<file path="src/rtl/dsd_pkg.sv">
package dsd_pkg;
    typedef enum logic [1:0] {
        ST_POR  = 2'd0,
        ST_WAIT = 2'd1,
        ST_RUN  = 2'd2
    } dsd_state_e;
endpackage

</file>
<file path="src/rtl/dsd_seq.sv">
module dsd_seq
    import dsd_pkg::*;
#(
    parameter int OSR      = 1024,
    parameter int WAIT_CYC = 300,
    parameter int POR_CYC  = 64,
    parameter int DRDY_LOW = 8
) (
    input  logic clk,
    input  logic rst_n,
    input  logic soft_rst,
    output logic run,
    output logic period_end,
    output logic use_fast,
    output logic drdy_n
);
    localparam int MAX_A = (POR_CYC > WAIT_CYC) ? POR_CYC : WAIT_CYC;
    localparam int CMAX  = (MAX_A > OSR) ? MAX_A : OSR;
    localparam int CNT_W = $clog2(CMAX + 1);
    localparam int LOW_W = $clog2(DRDY_LOW + 1);
    localparam logic [CNT_W-1:0] POR_LAST  = CNT_W'(POR_CYC - 1);
    localparam logic [CNT_W-1:0] WAIT_LAST = CNT_W'(WAIT_CYC - 1);
    localparam logic [CNT_W-1:0] PER_LAST  = CNT_W'(OSR - 1);

    dsd_state_e       state_q, state_d;
    logic [CNT_W-1:0] cnt_q;
    logic [1:0]       nsmp_q;
    logic [LOW_W-1:0] low_q;
    logic             drdy_q;
    logic             restart;

    assign run        = (state_q == ST_RUN);
    assign period_end = run && (cnt_q == PER_LAST) && !soft_rst;
    assign use_fast   = (nsmp_q != 2'd2);
    assign drdy_n     = drdy_q;
    assign restart    = (state_d != state_q) || (soft_rst && state_q != ST_POR);

    // Transitions: POR_DONE, WAIT_DONE, SOFT_RESTART
    always_comb begin
        state_d = state_q;
        unique case (state_q)
            ST_POR:  if (cnt_q == POR_LAST) state_d = ST_WAIT;
            ST_WAIT: if (!soft_rst && cnt_q == WAIT_LAST) state_d = ST_RUN;
            ST_RUN:  if (soft_rst) state_d = ST_WAIT;
            default: state_d = ST_POR;
        endcase
    end

    // State register with its counters
    always_ff @(posedge clk or negedge rst_n) begin
        if (!rst_n) begin
            state_q <= ST_POR;
            cnt_q   <= '0;
            nsmp_q  <= 2'd0;
        end else begin
            state_q <= state_d;
            if (restart || period_end) cnt_q <= '0;
            else                       cnt_q <= cnt_q + 1'b1;
            if (restart)                              nsmp_q <= 2'd0;
            else if (period_end && nsmp_q != 2'd2)    nsmp_q <= nsmp_q + 2'd1;
        end
    end

    // Strobe output
    always_ff @(posedge clk or negedge rst_n) begin
        if (!rst_n) begin
            drdy_q <= 1'b0;
            low_q  <= '0;
        end else if (state_q == ST_POR) begin
            drdy_q <= (state_d == ST_WAIT);
        end else if (soft_rst) begin
            drdy_q <= 1'b1;
            low_q  <= '0;
        end else if (period_end) begin
            drdy_q <= 1'b0;
            low_q  <= LOW_W'(DRDY_LOW - 1);
        end else if (!drdy_q) begin
            if (low_q == '0) drdy_q <= 1'b1;
            else             low_q  <= low_q - 1'b1;
        end
    end

    p_soft_restart_r8: assert property (@(posedge clk) disable iff (!rst_n)
        (soft_rst && state_q != ST_POR) |=> (state_q == ST_WAIT && drdy_n));

    p_wait_high_r3: assert property (@(posedge clk) disable iff (!rst_n)
        (state_q == ST_WAIT) |-> drdy_n);

    p_fast_on_entry_r5: assert property (@(posedge clk) disable iff (!rst_n)
        (state_q == ST_RUN && $past(state_q) == ST_WAIT) |-> use_fast);
endmodule

</file>
<file path="src/rtl/dsd_box.sv">
module dsd_box #(
    parameter int OSR = 1024,
    localparam int AW = $clog2(OSR) + 2
) (
    input  logic                 clk,
    input  logic                 rst_n,
    input  logic                 run,
    input  logic                 last,
    input  logic                 mod_bit,
    output logic signed [AW-1:0] sum_o
);
    logic signed [AW-1:0] acc_q;
    logic signed [AW-1:0] step;

    always_comb step = mod_bit ? {{(AW-1){1'b0}}, 1'b1} : {AW{1'b1}};
    assign sum_o = acc_q + step;

    always_ff @(posedge clk or negedge rst_n) begin
        if (!rst_n)             acc_q <= '0;
        else if (!run || last)  acc_q <= '0;
        else                    acc_q <= sum_o;
    end

    p_box_range_r5: assert property (@(posedge clk) disable iff (!rst_n)
        run |-> ($signed(acc_q) <= OSR && $signed(acc_q) >= -OSR));
endmodule

</file>
<file path="src/rtl/dsd_cic3.sv">
module dsd_cic3 #(
    parameter int OSR = 1024,
    localparam int W  = 3 * $clog2(OSR) + 2
) (
    input  logic                clk,
    input  logic                rst_n,
    input  logic                run,
    input  logic                last,
    input  logic                mod_bit,
    output logic signed [W-1:0] y_o
);
    logic signed [W-1:0] i1_q, i2_q, i3_q;
    logic signed [W-1:0] d1_q, d2_q, d3_q;
    logic signed [W-1:0] n1, n2, n3, c1, c2, step;

    always_comb begin
        step = mod_bit ? {{(W-1){1'b0}}, 1'b1} : {W{1'b1}};
        n1   = i1_q + step;
        n2   = i2_q + n1;
        n3   = i3_q + n2;
        c1   = n3 - d1_q;
        c2   = c1 - d2_q;
        y_o  = c2 - d3_q;
    end

    always_ff @(posedge clk or negedge rst_n) begin
        if (!rst_n) begin
            {i1_q, i2_q, i3_q} <= '0;
            {d1_q, d2_q, d3_q} <= '0;
        end else if (!run) begin
            {i1_q, i2_q, i3_q} <= '0;
            {d1_q, d2_q, d3_q} <= '0;
        end else begin
            i1_q <= n1;
            i2_q <= n2;
            i3_q <= n3;
            if (last) begin
                d1_q <= n3;
                d2_q <= c1;
                d3_q <= c2;
            end
        end
    end
endmodule

</file>
<file path="src/rtl/dsd_decim.sv">
module dsd_decim #(
    parameter int OSR      = 1024,
    parameter int WAIT_CYC = 300,
    parameter int POR_CYC  = 64,
    parameter int DRDY_LOW = 8,
    parameter int OUT_W    = 24
) (
    input  logic             clk,
    input  logic             rst_n,
    input  logic             soft_rst,
    input  logic             mod_bit,
    output logic             drdy_n,
    output logic [OUT_W-1:0] data_out,
    output logic             from_fast
);
    localparam int LG  = $clog2(OSR);
    localparam int SW1 = LG + 2;
    localparam int SW3 = 3 * LG + 2;
    localparam int SH1 = OUT_W - 2 - LG;

    logic run, period_end, use_fast;
    logic signed [SW1-1:0] s1;
    logic signed [SW3-1:0] s3;
    logic signed [OUT_W-1:0] fast_w, slow_w;

    dsd_seq #(.OSR(OSR), .WAIT_CYC(WAIT_CYC), .POR_CYC(POR_CYC), .DRDY_LOW(DRDY_LOW)) i_seq (
        .clk(clk), .rst_n(rst_n), .soft_rst(soft_rst), .run(run),
        .period_end(period_end), .use_fast(use_fast), .drdy_n(drdy_n)
    );

    dsd_box #(.OSR(OSR)) i_box (
        .clk(clk), .rst_n(rst_n), .run(run), .last(period_end),
        .mod_bit(mod_bit), .sum_o(s1)
    );

    dsd_cic3 #(.OSR(OSR)) i_cic (
        .clk(clk), .rst_n(rst_n), .run(run), .last(period_end),
        .mod_bit(mod_bit), .y_o(s3)
    );

    logic signed [OUT_W+SW1-1:0] f_ext, f_sh;
    assign f_ext  = {{OUT_W{s1[SW1-1]}}, s1};
    assign f_sh   = f_ext <<< SH1;
    assign fast_w = f_sh[OUT_W-1:0];

    logic signed [OUT_W+SW3-1:0] s_ext, s_sh;
    assign s_ext = {{OUT_W{s3[SW3-1]}}, s3};
    generate
        if (3 * LG >= OUT_W - 2) begin : g_shr
            localparam int SHR = 3 * LG - (OUT_W - 2);
            assign s_sh = s_ext >>> SHR;
        end else begin : g_shl
            localparam int SHL = (OUT_W - 2) - 3 * LG;
            assign s_sh = s_ext <<< SHL;
        end
    endgenerate
    assign slow_w = s_sh[OUT_W-1:0];

    always_ff @(posedge clk or negedge rst_n) begin
        if (!rst_n) begin
            data_out  <= '0;
            from_fast <= 1'b0;
        end else if (period_end) begin
            data_out  <= use_fast ? fast_w : slow_w;
            from_fast <= use_fast;
        end
    end

    p_data_hold_r7: assert property (@(posedge clk) disable iff (!rst_n)
        !$past(period_end) |-> ($stable(data_out) && $stable(from_fast)));

    p_strobe_src_r4: assert property (@(posedge clk) disable iff (!rst_n)
        $fell(drdy_n) |-> $past(period_end));
endmodule

</file>
<file path="config.mk">
export PLATFORM = sky130hd
export DESIGN_NAME = dsd_decim
export DESIGN_NICKNAME = d
export VERILOG_FILES = /design/src/rtl/dsd_pkg.sv /design/src/rtl/dsd_seq.sv /design/src/rtl/dsd_box.sv /design/src/rtl/dsd_cic3.sv /design/src/rtl/dsd_decim.sv
export SDC_FILE = /design/constraint.sdc
export NUM_CORES = 1
export LEC_CHECK = 0
export ABC_CLOCK_PERIOD_IN_PS = 9250
export BUFFER_PORTS_ARGS = -buffer_cell sky130_fd_sc_hd__buf_2
export CORE_MARGIN = 2
export CORE_UTILIZATION = 23
export DETAILED_ROUTE_END_ITERATION = 10
export SLEW_MARGIN = 20
export SYNTH_ARGS = -nofsm -noshare
export SYNTH_HDL_FRONTEND = slang
export SYNTH_SLANG_ARGS = --single-unit
</file>
<file path="constraint.sdc">
create_clock -name clk -period 9.25 [get_ports clk]
set_input_delay 0.4625 -clock clk [delete_from_list [all_inputs] [get_ports clk]]
set_output_delay 0.4625 -clock clk [all_outputs]
set_load 0.02 [all_outputs]
</file>
==> results of run 1 <==
logic make-up (layout without fill, tap and decap cells):
family,count (synthesis),after routing,share of synthesized area
flip-flops,249,249,0.3426
AO/OA/AOI/OAI,617,617,0.2184
XOR/XNOR,177,177,0.08696
buffers and inverters,251,716,0.05194
multiplexers,4,4,0.002339
AND/OR/NAND/NOR,571,571,0.1509
adder cells (fa/ha/maj),210,210,0.1469
where the power goes:
part           internal [mW]  total, mW  switching (mW)
clock                  0.708       1.19           0.485
combinational          0.476      0.931           0.455
sequential              1.10       1.10         0.00631
total                   2.28       3.23           0.947
path summary, 6_finish.rpt:
check	cells past startpoint	startpoint	end	slack [ns]
min in group clk	2	soft_rst	i_seq.low_q[3]	0.25
max reg2reg	48	i_cic.i1_q[1]	data_out[23]	-0.24
min	1	rst_n	i_cic.d3_q[28]	-0.00005
max	48	i_cic.i1_q[1]	data_out[23]	-0.24
max in group asynchronous	2	rst_n	i_cic.i3_q[9]	7.96
min reg2reg	1	i_box.acc_q[0]	i_box.acc_q[0]	0.47
timing repair:
| action | CTS | global route |
|---|---|---|
| gates resized for setup | 47 | 159 |
| pin swaps | 78 | 130 |
| hold buffers | 0 | 0 |
| setup endpoints to repair | 10 | 15 |
| buffers inserted | 31 | 29 |
| cloned | 0 | 0 |
final cells by class:
cell class              instances  area [um^2]
fillers                      8157        53560
multi-input cells            1579        12270
flip-flops and latches        249         6231
repair buffers                473         3528
well taps                    1050         1314
clock buffers                  46        922.1
inverters                     189        713.2
clock inverters                 8        68.82
critical path: cells and delay by family (launching register included):
| family | cells | cell delay (ns) |
|---|---|---|
| DFF | 1 | 0.39 |
| AOI/OAI and AO/OA | 23 | 4.47 |
| buffers and inverters | 2 | 0.21 |
| adders and majority gates | 6 | 1.71 |
| xor gates and xnor gates | 7 | 1.15 |
| and+or+nand+nor | 10 | 1.41 |
state kept, by name (all words and copies together), names as in the netlist:
name / count
data_out: 24
i_cic.d2_q: 32
i_cic.i2_q: 32
i_seq.drdy_n: 1
i_cic.i1_q: 32
i_seq.cnt_q: 11
i_cic.d1_q: 32
i_cic.d3_q: 32
i_box.acc_q: 12
i_seq.state_q: 2
i_seq.nsmp_q: 2
from_fast: 1
i_seq.low_q: 4
i_cic.i3_q: 32
layout by cell type (no fill, tap or decap), drive strengths merged, types with 4 or more instances in the layout:
cell type  instances
a41oi              4
dfrtp            249
nor4               7
fa                 6
nor2b             26
a21boi            14
o21a              20
nand4             10
o22ai              4
or3                9
and4               5
a22o               7
a211oi            18
o31a               7
nand2b            29
nor3              26
and2              71
and3              21
inv              189
o211ai            14
nand3             63
o21ai            147
xor2              67
a21oi            177
o21bai            22
nor2             144
a221oi             4
clkinv             6
xnor2            109
clkbuf            46
buf              473
a31oi             17
a21o              87
o31ai             44
nand2            152
ha               204
layer usage:
metal | track usage | vias up
li1 | - | 8148
met1 | 0.1554 | 7467
met2 | 0.1820 | 161
met3 | 0.01384 | 67
met4 | 0.02238 | 0
met5 | 0 | -
stage by stage:
stage / setup slack (ns) / hold slack, ns
finish: -0.2395 / -0.00004818
global route: -0.7624 / 0.06581
CTS: -0.1725 / 0.03145
detailed placement: -0.7772 / 0.4627
global placement: -0.7719 / 0.4558
floorplan: -0.4524 / 0.1669
==> flow_metrics.env, run 1 <==
export IMPL_cp_max_fo=4
export IMPL_first_iter_violations=709
export IMPL_power_leakage_nw=11.96
export IMPL_async_reset_ff_frac=1.000
export IMPL_syn_instance_count=2079
export IMPL_p_total_mw=3.229
export IMPL_rsz0062_at_grt="yes"
export IMPL_status="complete, but fails checks"
export IMPL_hold_viol=1
export IMPL_clk_insertion_delay_late_ns=0.58
export IMPL_ys_ff_latch=249
export IMPL_dr_wl_met3_um=1187
export IMPL_antenna_found_initial=1
export IMPL_crit_path_top_delay_cell="o41a_1"
export IMPL_finalSetupViolations=5
export IMPL_slew_headroom=0.3293
export IMPL_via_per_inst=4.408
export IMPL_placed_cells=3480
export IMPL_yosysUniqueCellTypes=76
export IMPL_dp_hpwl_um=31850
export IMPL_syn2layout_area_growth_pct=37.73
export IMPL_grt_start_max_net_pins=133
export IMPL_worstPathRequired_ns=9.71
export IMPL_synth_seq_area_share=0.3426
export IMPL_synth_ff_type="dfrtp_1"
export IMPL_nNetsFinal=2737
export IMPL_critPathKind="reg2reg"
export IMPL_syn_cell_area_mm2=0.01819
export IMPL_final_cells=3594
export IMPL_grt_pass1_wl_um=77160
export IMPL_final_area_mm2=0.02505
export IMPL_met2_length_um=21130
export IMPL_fin_tns_setup_ns=-0.6315
export IMPL_drc=0
export IMPL_grt_pass1_vias=15820
export IMPL_fin_crit_ns=9.490
export IMPL_yosys_area_top_type="dfrtp_1"
export IMPL_clock_path_buffers=3
export IMPL_start_util=0.2314
export IMPL_core_area_mm2=0.07861
export IMPL_num_vias=15840
export IMPL_clk_pin_slew_worst_paths_ns=0.06
export IMPL_slew_violations=0
export IMPL_synth_enable_flop_cells=0
export IMPL_max_freq_mhz=105.4
export IMPL_cp_data_arrival_time_ns=9.95
export IMPL_rows=103
export IMPL_synth_commonest_cells="dfrtp_1, ha_1, inv_1"
export IMPL_fin_hold_ws_ns=-0.00004818
export IMPL_fp_dieW_um=285.2
export IMPL_numCtsBuffers=31
export IMPL_synth_area_leaders="dfrtp_1, ha_1, xnor2_1"
export IMPL_globalRouteTotalUtil=0.1107
export IMPL_critPathCaptureType="flip-flop"
export IMPL_layout_setup_ws_ns=-0.2395
export IMPL_power_density_mw_per_mm2=128.9
export IMPL_cts_sinks=249
export IMPL_avgSynthCellArea_um2=8.748
export IMPL_peakVddDrop_v=0.0001240
export IMPL_layout_drive_gt1_share=0.2877
export IMPL_dr_max_layer_used="met4"
export IMPL_finalCritPeriodShare=1.026
export IMPL_grt_ovfl_total=0
export IMPL_diodes=0
export IMPL_wl_per_cell_um=12.81
export IMPL_ys_warn_count=0
export IMPL_port_buffers=29
export IMPL_tightest_slew_ns=1.004
export IMPL_synth_most_common_cell="dfrtp_1"
export IMPL_drtPass1Iterations=5
export IMPL_finClkSkew_ns=0.02547
export IMPL_h_tree_depth=1
export IMPL_synth_top_area_frac=0.3426
export IMPL_die_area_mm2=0.08134
export IMPL_cts_root_buf="clkbuf_16"
export IMPL_violations="hold timing, setup timing"
export IMPL_place_area_mm2=0.02258
export IMPL_cap_violations=0
export IMPL_crit_top_cell="a21oi_2"
export IMPL_met1_length_um=22710
export IMPL_hp_class="in2async"
export IMPL_syn_nets=2293
export IMPL_cpPeakStageDelay_ns=0.42
export IMPL_wl_um=46050
export IMPL_ant_nets=0
export IMPL_io_pins=30
export IMPL_postLayoutCoreUtil=0.3186
export IMPL_cp_start_kind="flip-flop"
export IMPL_gp_congestion=0.7972
export IMPL_tritoncts="built"
export IMPL_die_h_um=285.2
No activity file was read; power rests on OpenSTA's default activity.
==> inputs of run 2 (changes only) <==
--- a/config.mk
+++ b/config.mk
@@ -10,6 +10,7 @@
 export CORE_MARGIN = 2
 export CORE_UTILIZATION = 23
 export DETAILED_ROUTE_END_ITERATION = 10
+export MAX_ROUTING_LAYER = met4
 export SLEW_MARGIN = 20
 export SYNTH_ARGS = -nofsm -noshare
 export SYNTH_HDL_FRONTEND = slang
==> run 2 against run 1 <==
The flow still finishes with violations (hold timing, setup timing). Largest power group unchanged. Clock skew decreased by 0.0032 ns. Worst hold slack got worse by 0.0014 ns. Critical path depth unchanged. Cell area unchanged.
==> flow_metrics.env, run 2 (synthesis results as in run 1) <==
export IMPL_status="complete, but fails checks"
export IMPL_violations="hold timing, setup timing"
export IMPL_cp_max_fo=4
export IMPL_cpPeakStageDelay_ns=0.42
export IMPL_cts_sinks=249
export IMPL_rows=103
export IMPL_placed_cells=3480
export IMPL_power_leakage_nw=11.96
export IMPL_io_pins=30
export IMPL_die_h_um=285.2
export IMPL_cp_start_kind="flip-flop"
export IMPL_regToRegSetupSlack_ns=-0.24
export IMPL_globalRouteTotalUtil=0.1140
export IMPL_fp_dieW_um=285.2
export IMPL_critPathKind="reg2reg"
export IMPL_first_iter_violations=728
export IMPL_power_density_mw_per_mm2=128.9
export IMPL_finClkSkew_ns=0.02230
export IMPL_slew_headroom=0.3311
export IMPL_finalSetupViolations=5
export IMPL_hold_viol=1
export IMPL_gp_congestion=0.8096
export IMPL_fin_crit_ns=9.486
export IMPL_final_cell_mix="buf_4, dfrtp_1, inv_1"
export IMPL_p_total_mw=3.230
export IMPL_worstRegToRegCells=48
export IMPL_postCtsHoldBufs=0
export IMPL_hp_class="in2async"
export IMPL_cts_root_buf="clkbuf_16"
export IMPL_grt_pass1_wl_um=77180
export IMPL_r2r_start="i_cic.i1_q[1]"
export IMPL_ant_nets=0
export IMPL_drc=0
export IMPL_diodes=0
export IMPL_postLayoutCoreUtil=0.3186
export IMPL_grt_ovfl_total=0
export IMPL_crit_path_top_delay_cell="o41a_1"
export IMPL_dp_hpwl_um=31850
export IMPL_layout_drive_gt1_share=0.2877
export IMPL_port_buffers=29
export IMPL_clk_insertion_delay_late_ns=0.58
export IMPL_critPathCaptureType="flip-flop"
export IMPL_final_cells=3594
export IMPL_peakVddDrop_v=0.0001237
export IMPL_numCtsBuffers=31
export IMPL_die_area_mm2=0.08134
export IMPL_wl_per_cell_um=12.81
export IMPL_grt_pass1_vias=15820
export IMPL_slew_violations=0
export IMPL_via_per_inst=4.408
export IMPL_final_common_cell="buf_4"
export IMPL_start_util=0.2314
export IMPL_cp_data_arrival_time_ns=9.95
export IMPL_tightest_slew_ns=1.001
export IMPL_worstPathRequired_ns=9.71
export IMPL_crit_top_cell="a21oi_2"
export IMPL_layout_setup_ws_ns=-0.2357
export IMPL_rsz0062_at_grt="yes"
export IMPL_tritoncts="built"
export IMPL_max_freq_mhz=105.4
export IMPL_r2r_end="data_out[23]"
export IMPL_antenna_found_initial=1
export IMPL_fin_hold_ws_ns=-0.001426
export IMPL_syn2layout_area_growth_pct=37.73
export IMPL_cap_violations=0
export IMPL_pre_cts_slack_ns=-0.7772
export IMPL_finalCritPeriodShare=1.025
export IMPL_core_area_mm2=0.07861
export IMPL_clk_pin_slew_worst_paths_ns=0.06
export IMPL_clock_path_buffers=3
export IMPL_nNetsFinal=2737
export IMPL_drtPass1Iterations=5
export IMPL_h_tree_depth=1
export IMPL_num_vias=15840
export IMPL_wl_um=46050
export IMPL_grt_start_max_net_pins=133
run 2: cell counts in the layout (fill, tap and decap cells not counted):
No cell type changed its count.
run 2: how the worst max path moves through the flow:
| stage | start | to | slack, ns | cells past startpoint |
|---|---|---|---|---|
| after CTS | i_cic.i1_q[1] | data_out[23] | -0.17 | 52 |
| after detailed placement | mod_bit | data_out[23] | -0.78 | 50 |
| after global placement | mod_bit | data_out[23] | -0.77 | 50 |
| after global routing | i_cic.i1_q[1] | data_out[23] | -0.76 | 52 |
| final | i_cic.i1_q[1] | data_out[23] | -0.24 | 48 |
| after floorplan | mod_bit | data_out[23] | -0.45 | 51 |
run 2: final cells by class:
cell class                      count  area (um^2)
Clock buffer                       46        922.1
Clock inverter                      8        68.82
Fill cell                        8157        53560
Inverter                          189        713.2
Multi-Input combinational cell   1579        12270
Sequential cell                   249         6231
Tap cell                         1050         1314
Timing Repair Buffer              473         3528
run 2: timing repair:
action | CTS | global route
pin swaps | 78 | 130
endpoints found under the setup margin | 10 | 15
gates resized for setup | 47 | 159
setup buffers | 31 | 29
run 2: metrics by stage:
stage | TNS, ns | area, um^2 | hold slack [ns]
floorplan | -1.346 | 18400 | 0.1669
global placement | -5.357 | 22580 | 0.4558
detailed placement | -5.712 | 22580 | 0.4627
CTS | -0.5855 | 23980 | 0.03145
global route | -5.964 | 25050 | 0.06579
finish | -0.6089 | 25050 | -0.001426
run 2: worst max-delay path, delay by kind of cell, from the launching register on:
family / cells / cell delay (ns)
fa+ha+maj: 6 / 1.71
simple gates: 10 / 1.41
buf+inv: 2 / 0.21
xor+xnor: 7 / 1.15
flops: 1 / 0.39
compound gates: 23 / 4.47
run 2: metal layers:
layer  vias up  global-route usage  wire [um]
li1       8150                   -          -
met1      7449              0.1558      22690
met2       172              0.1820      21100
met3        72             0.01312       1222
met4         0             0.02238       1033
met5         -                   -          0
run 2: where the power goes:
group / internal, mW / switching [mW] / total, mW
registers: 1.10 / 0.00631 / 1.10
logic: 0.476 / 0.455 / 0.931
clock network: 0.708 / 0.486 / 1.19
==> inputs of run 3 (changes only) <==
--- a/config.mk
+++ b/config.mk
@@ -5,6 +5,7 @@
 export SDC_FILE = /design/constraint.sdc
 export NUM_CORES = 1
 export LEC_CHECK = 0
+export ABC_AREA = 1
 export ABC_CLOCK_PERIOD_IN_PS = 9250
 export BUFFER_PORTS_ARGS = -buffer_cell sky130_fd_sc_hd__buf_2
 export CORE_MARGIN = 2
==> run 3 against run 2 <==
The run now ends clean. Core utilization decreased by 3.1 points. Worst hold slack improved by 0.33 ns. Die area increased by 2.5%. Critical path type unchanged. Global-route usage decreased by 0.36 points. Synthesized cell count increased by 16%.
==> flow_metrics.env, run 3 <==
export IMPL_critPathKind="reg2reg"
export IMPL_cts_sinks=249
export IMPL_slew_violations=0
export IMPL_gp_congestion=0.8855
export IMPL_status="complete, no violations"
export IMPL_final_cell_mix="nand2_1, inv_1, dfrtp_1"
export IMPL_cts_root_buf="clkbuf_16"
export IMPL_grt_pass1_vias=16140
export IMPL_synth_ff_type="dfrtp_1"
export IMPL_clock_path_buffers=3
export IMPL_ys_warn_count=0
export IMPL_finalSetupViolations=0
export IMPL_port_buffers=29
export IMPL_first_iter_violations=736
export IMPL_peakVddDrop_v=0.0001334
export IMPL_clk_insertion_delay_late_ns=0.58
export IMPL_critPathCaptureType="flip-flop"
export IMPL_grt_ovfl_total=0
export IMPL_worstPathRequired_ns=9.71
export IMPL_core_area_mm2=0.08042
export IMPL_synth_most_common_cell="nand2_1"
export IMPL_finClkSkew_ns=0.01246
export IMPL_async_reset_ff_frac=1.000
export IMPL_crit_top_cell="nand2_1"
export IMPL_register_area_mm2=0.006231
export IMPL_fin_hold_ws_ns=0.3286
export IMPL_power_density_mw_per_mm2=142.0
export IMPL_cp_max_fo=5
export IMPL_dp_hpwl_um=33260
export IMPL_nFillCells=8643
export IMPL_cpPeakStageDelay_ns=0.37
export IMPL_nNetsFinal=2858
export IMPL_avgSynthCellArea_um2=7.723
export IMPL_yosysUniqueCellTypes=63
export IMPL_ant_nets=0
export IMPL_syn_instance_count=2414
export IMPL_synth_seq_area_share=0.3342
export IMPL_diodes=0
export IMPL_tightest_slew_ns=0.9797
export IMPL_cp_data_arrival_time_ns=9.16
export IMPL_grt_start_max_net_pins=153
export IMPL_synth_enable_flop_cells=0
export IMPL_via_per_inst=4.283
export IMPL_max_freq_mhz=115.0
export IMPL_crit_path_top_delay_cell="fa_2"
export IMPL_antenna_found_initial=0
export IMPL_cap_violations=0
export IMPL_final_common_cell="nand2_1"
export IMPL_cp_start_kind="flip-flop"
export IMPL_drtPass1Iterations=5
export IMPL_synth_top_area_frac=0.3342
export IMPL_start_util=0.2318
export IMPL_layout_drive_gt1_share=0.1717
export IMPL_wl_um=45140
export IMPL_multiInputGateArea_mm2=0.01115
export IMPL_h_tree_depth=1
export IMPL_syn_cell_area_mm2=0.01864
export IMPL_fin_tns_setup_ns=0
export IMPL_synth_commonest_cells="nand2_1, inv_1, dfrtp_1"
export IMPL_wl_per_cell_um=12.11
export IMPL_clk_pin_slew_worst_paths_ns=0.06
export IMPL_synth_area_leaders="dfrtp_1, ha_1, nand2_1"
export IMPL_hold_viol=0
export IMPL_slew_headroom=0.3469
export IMPL_syn_nets=2628
export IMPL_drc=0
export IMPL_globalRouteTotalUtil=0.1104
export IMPL_rows=104
export IMPL_grt_pass1_wl_um=75870
export IMPL_die_h_um=288.7
export IMPL_syn2layout_area_growth_pct=23.91
export IMPL_die_area_mm2=0.08335
export IMPL_ys_ff_latch=249
export IMPL_yosys_area_top_type="dfrtp_1"
export IMPL_power_leakage_nw=11.69
export IMPL_fp_dieW_um=288.7
export IMPL_fin_crit_ns=8.694
export IMPL_finalCritPeriodShare=0.9399
export IMPL_numCtsBuffers=31
export IMPL_hp_class="in2reg"
export IMPL_io_pins=30
export IMPL_tritoncts="built"
export IMPL_num_vias=15960
[run 3: cell count changes after synthesis, sizes merged, moves of 26 or more]
| cell | change |
|---|---|
| nand2 | +285 |
| inv | +222 |
| nor2 | +77 |
| xnor2 | -71 |
| and2 | -69 |
| a21o | -67 |
| a21oi | +49 |
| xor2 | +49 |
| o31ai | -41 |
| o22ai | +37 |
| clkbuf | -33 |
| nand2b | -29 |
| nor2b | -26 |
[run 3: logic make-up after synthesis]
| group | count (synthesis) | synth area share |
|---|---|---|
| compound gates | 552 | 0.1744 |
| xor+xnor | 154 | 0.07315 |
| fa+ha+maj | 210 | 0.1434 |
| buf+inv | 451 | 0.09369 |
| flops | 249 | 0.3342 |
| simple gates | 798 | 0.1812 |
[run 3: repair_timing]
action | CTS | global route
resized for setup | 0 | 94
endpoints found under the setup margin | 0 | 11
hold endpoints to repair | 97 | 0
setup buffers | 0 | 12
hold buffers | 1 | 0
[run 3: path summary, 6_finish.rpt]
path	from	endpoint	slack (ns)	cells past startpoint
max	i_cic.i1_q[0]	data_out[23]	0.56	55
min	soft_rst	i_seq.nsmp_q[1]	0.33	3
max reg2reg	i_cic.i1_q[0]	data_out[23]	0.56	55
min reg2reg	i_seq.cnt_q[0]	i_seq.cnt_q[0]	0.46	1
max in group asynchronous	rst_n	i_cic.i2_q[18]	7.36	3
min in group asynchronous	rst_n	i_cic.d1_q[31]	0.51	2
[run 3: metal layers]
| metal | up-vias | track usage | routed length, um |
|---|---|---|---|
| li1 | 8362 | - | - |
| met1 | 7334 | 0.1407 | 21770 |
| met2 | 201 | 0.1852 | 20970 |
| met3 | 66 | 0.01169 | 1339 |
| met4 | 0 | 0.03119 | 1064 |
| met5 | - | - | 0 |
[run 3: where the power goes]
part | total, mW | internal [mW] | switching (mW)
sequential | 1.12 | 1.11 | 0.0105
clock | 1.29 | 0.789 | 0.499
combinational | 0.874 | 0.356 | 0.518
total | 3.28 | 2.25 | 1.03
[run 3: cell type report]
cell class / instances / area share
multi-input combinational: 1714 / 0.4827
sequential: 249 / 0.2697
timing repair buffer: 235 / 0.07594
inverter: 413 / 0.06727
tap: 1060 / 0.05742
clock buffer: 37 / 0.03672
clock inverter: 19 / 0.01024
[run 3: worst max-delay path: cells and delay by family, from the launching register on]
family / cells / cell delay [ns]
compound gates: 15 / 2.39
xor+xnor: 6 / 1.30
fa+ha+maj: 6 / 1.98
buf+inv: 12 / 1.00
flops: 1 / 0.35
simple gates: 16 / 1.54
[run 3: through the flow]
stage          setup WS, ns  utilization  total power, mW  area (um^2)  std cells
2_1_floorplan        0.3934            -            1.682        18640       2414
6_report             0.5559       0.2872            3.281        23100       3727
5_1_grt             -0.1634       0.2872            3.480        23100       3727
4_1_cts              0.1201       0.2802            3.276        22530       3715
3_5_place_dp        -0.1322       0.2666            1.957        21440       3658
3_3_place_gp        -0.1520       0.2666            1.957        21440       3658
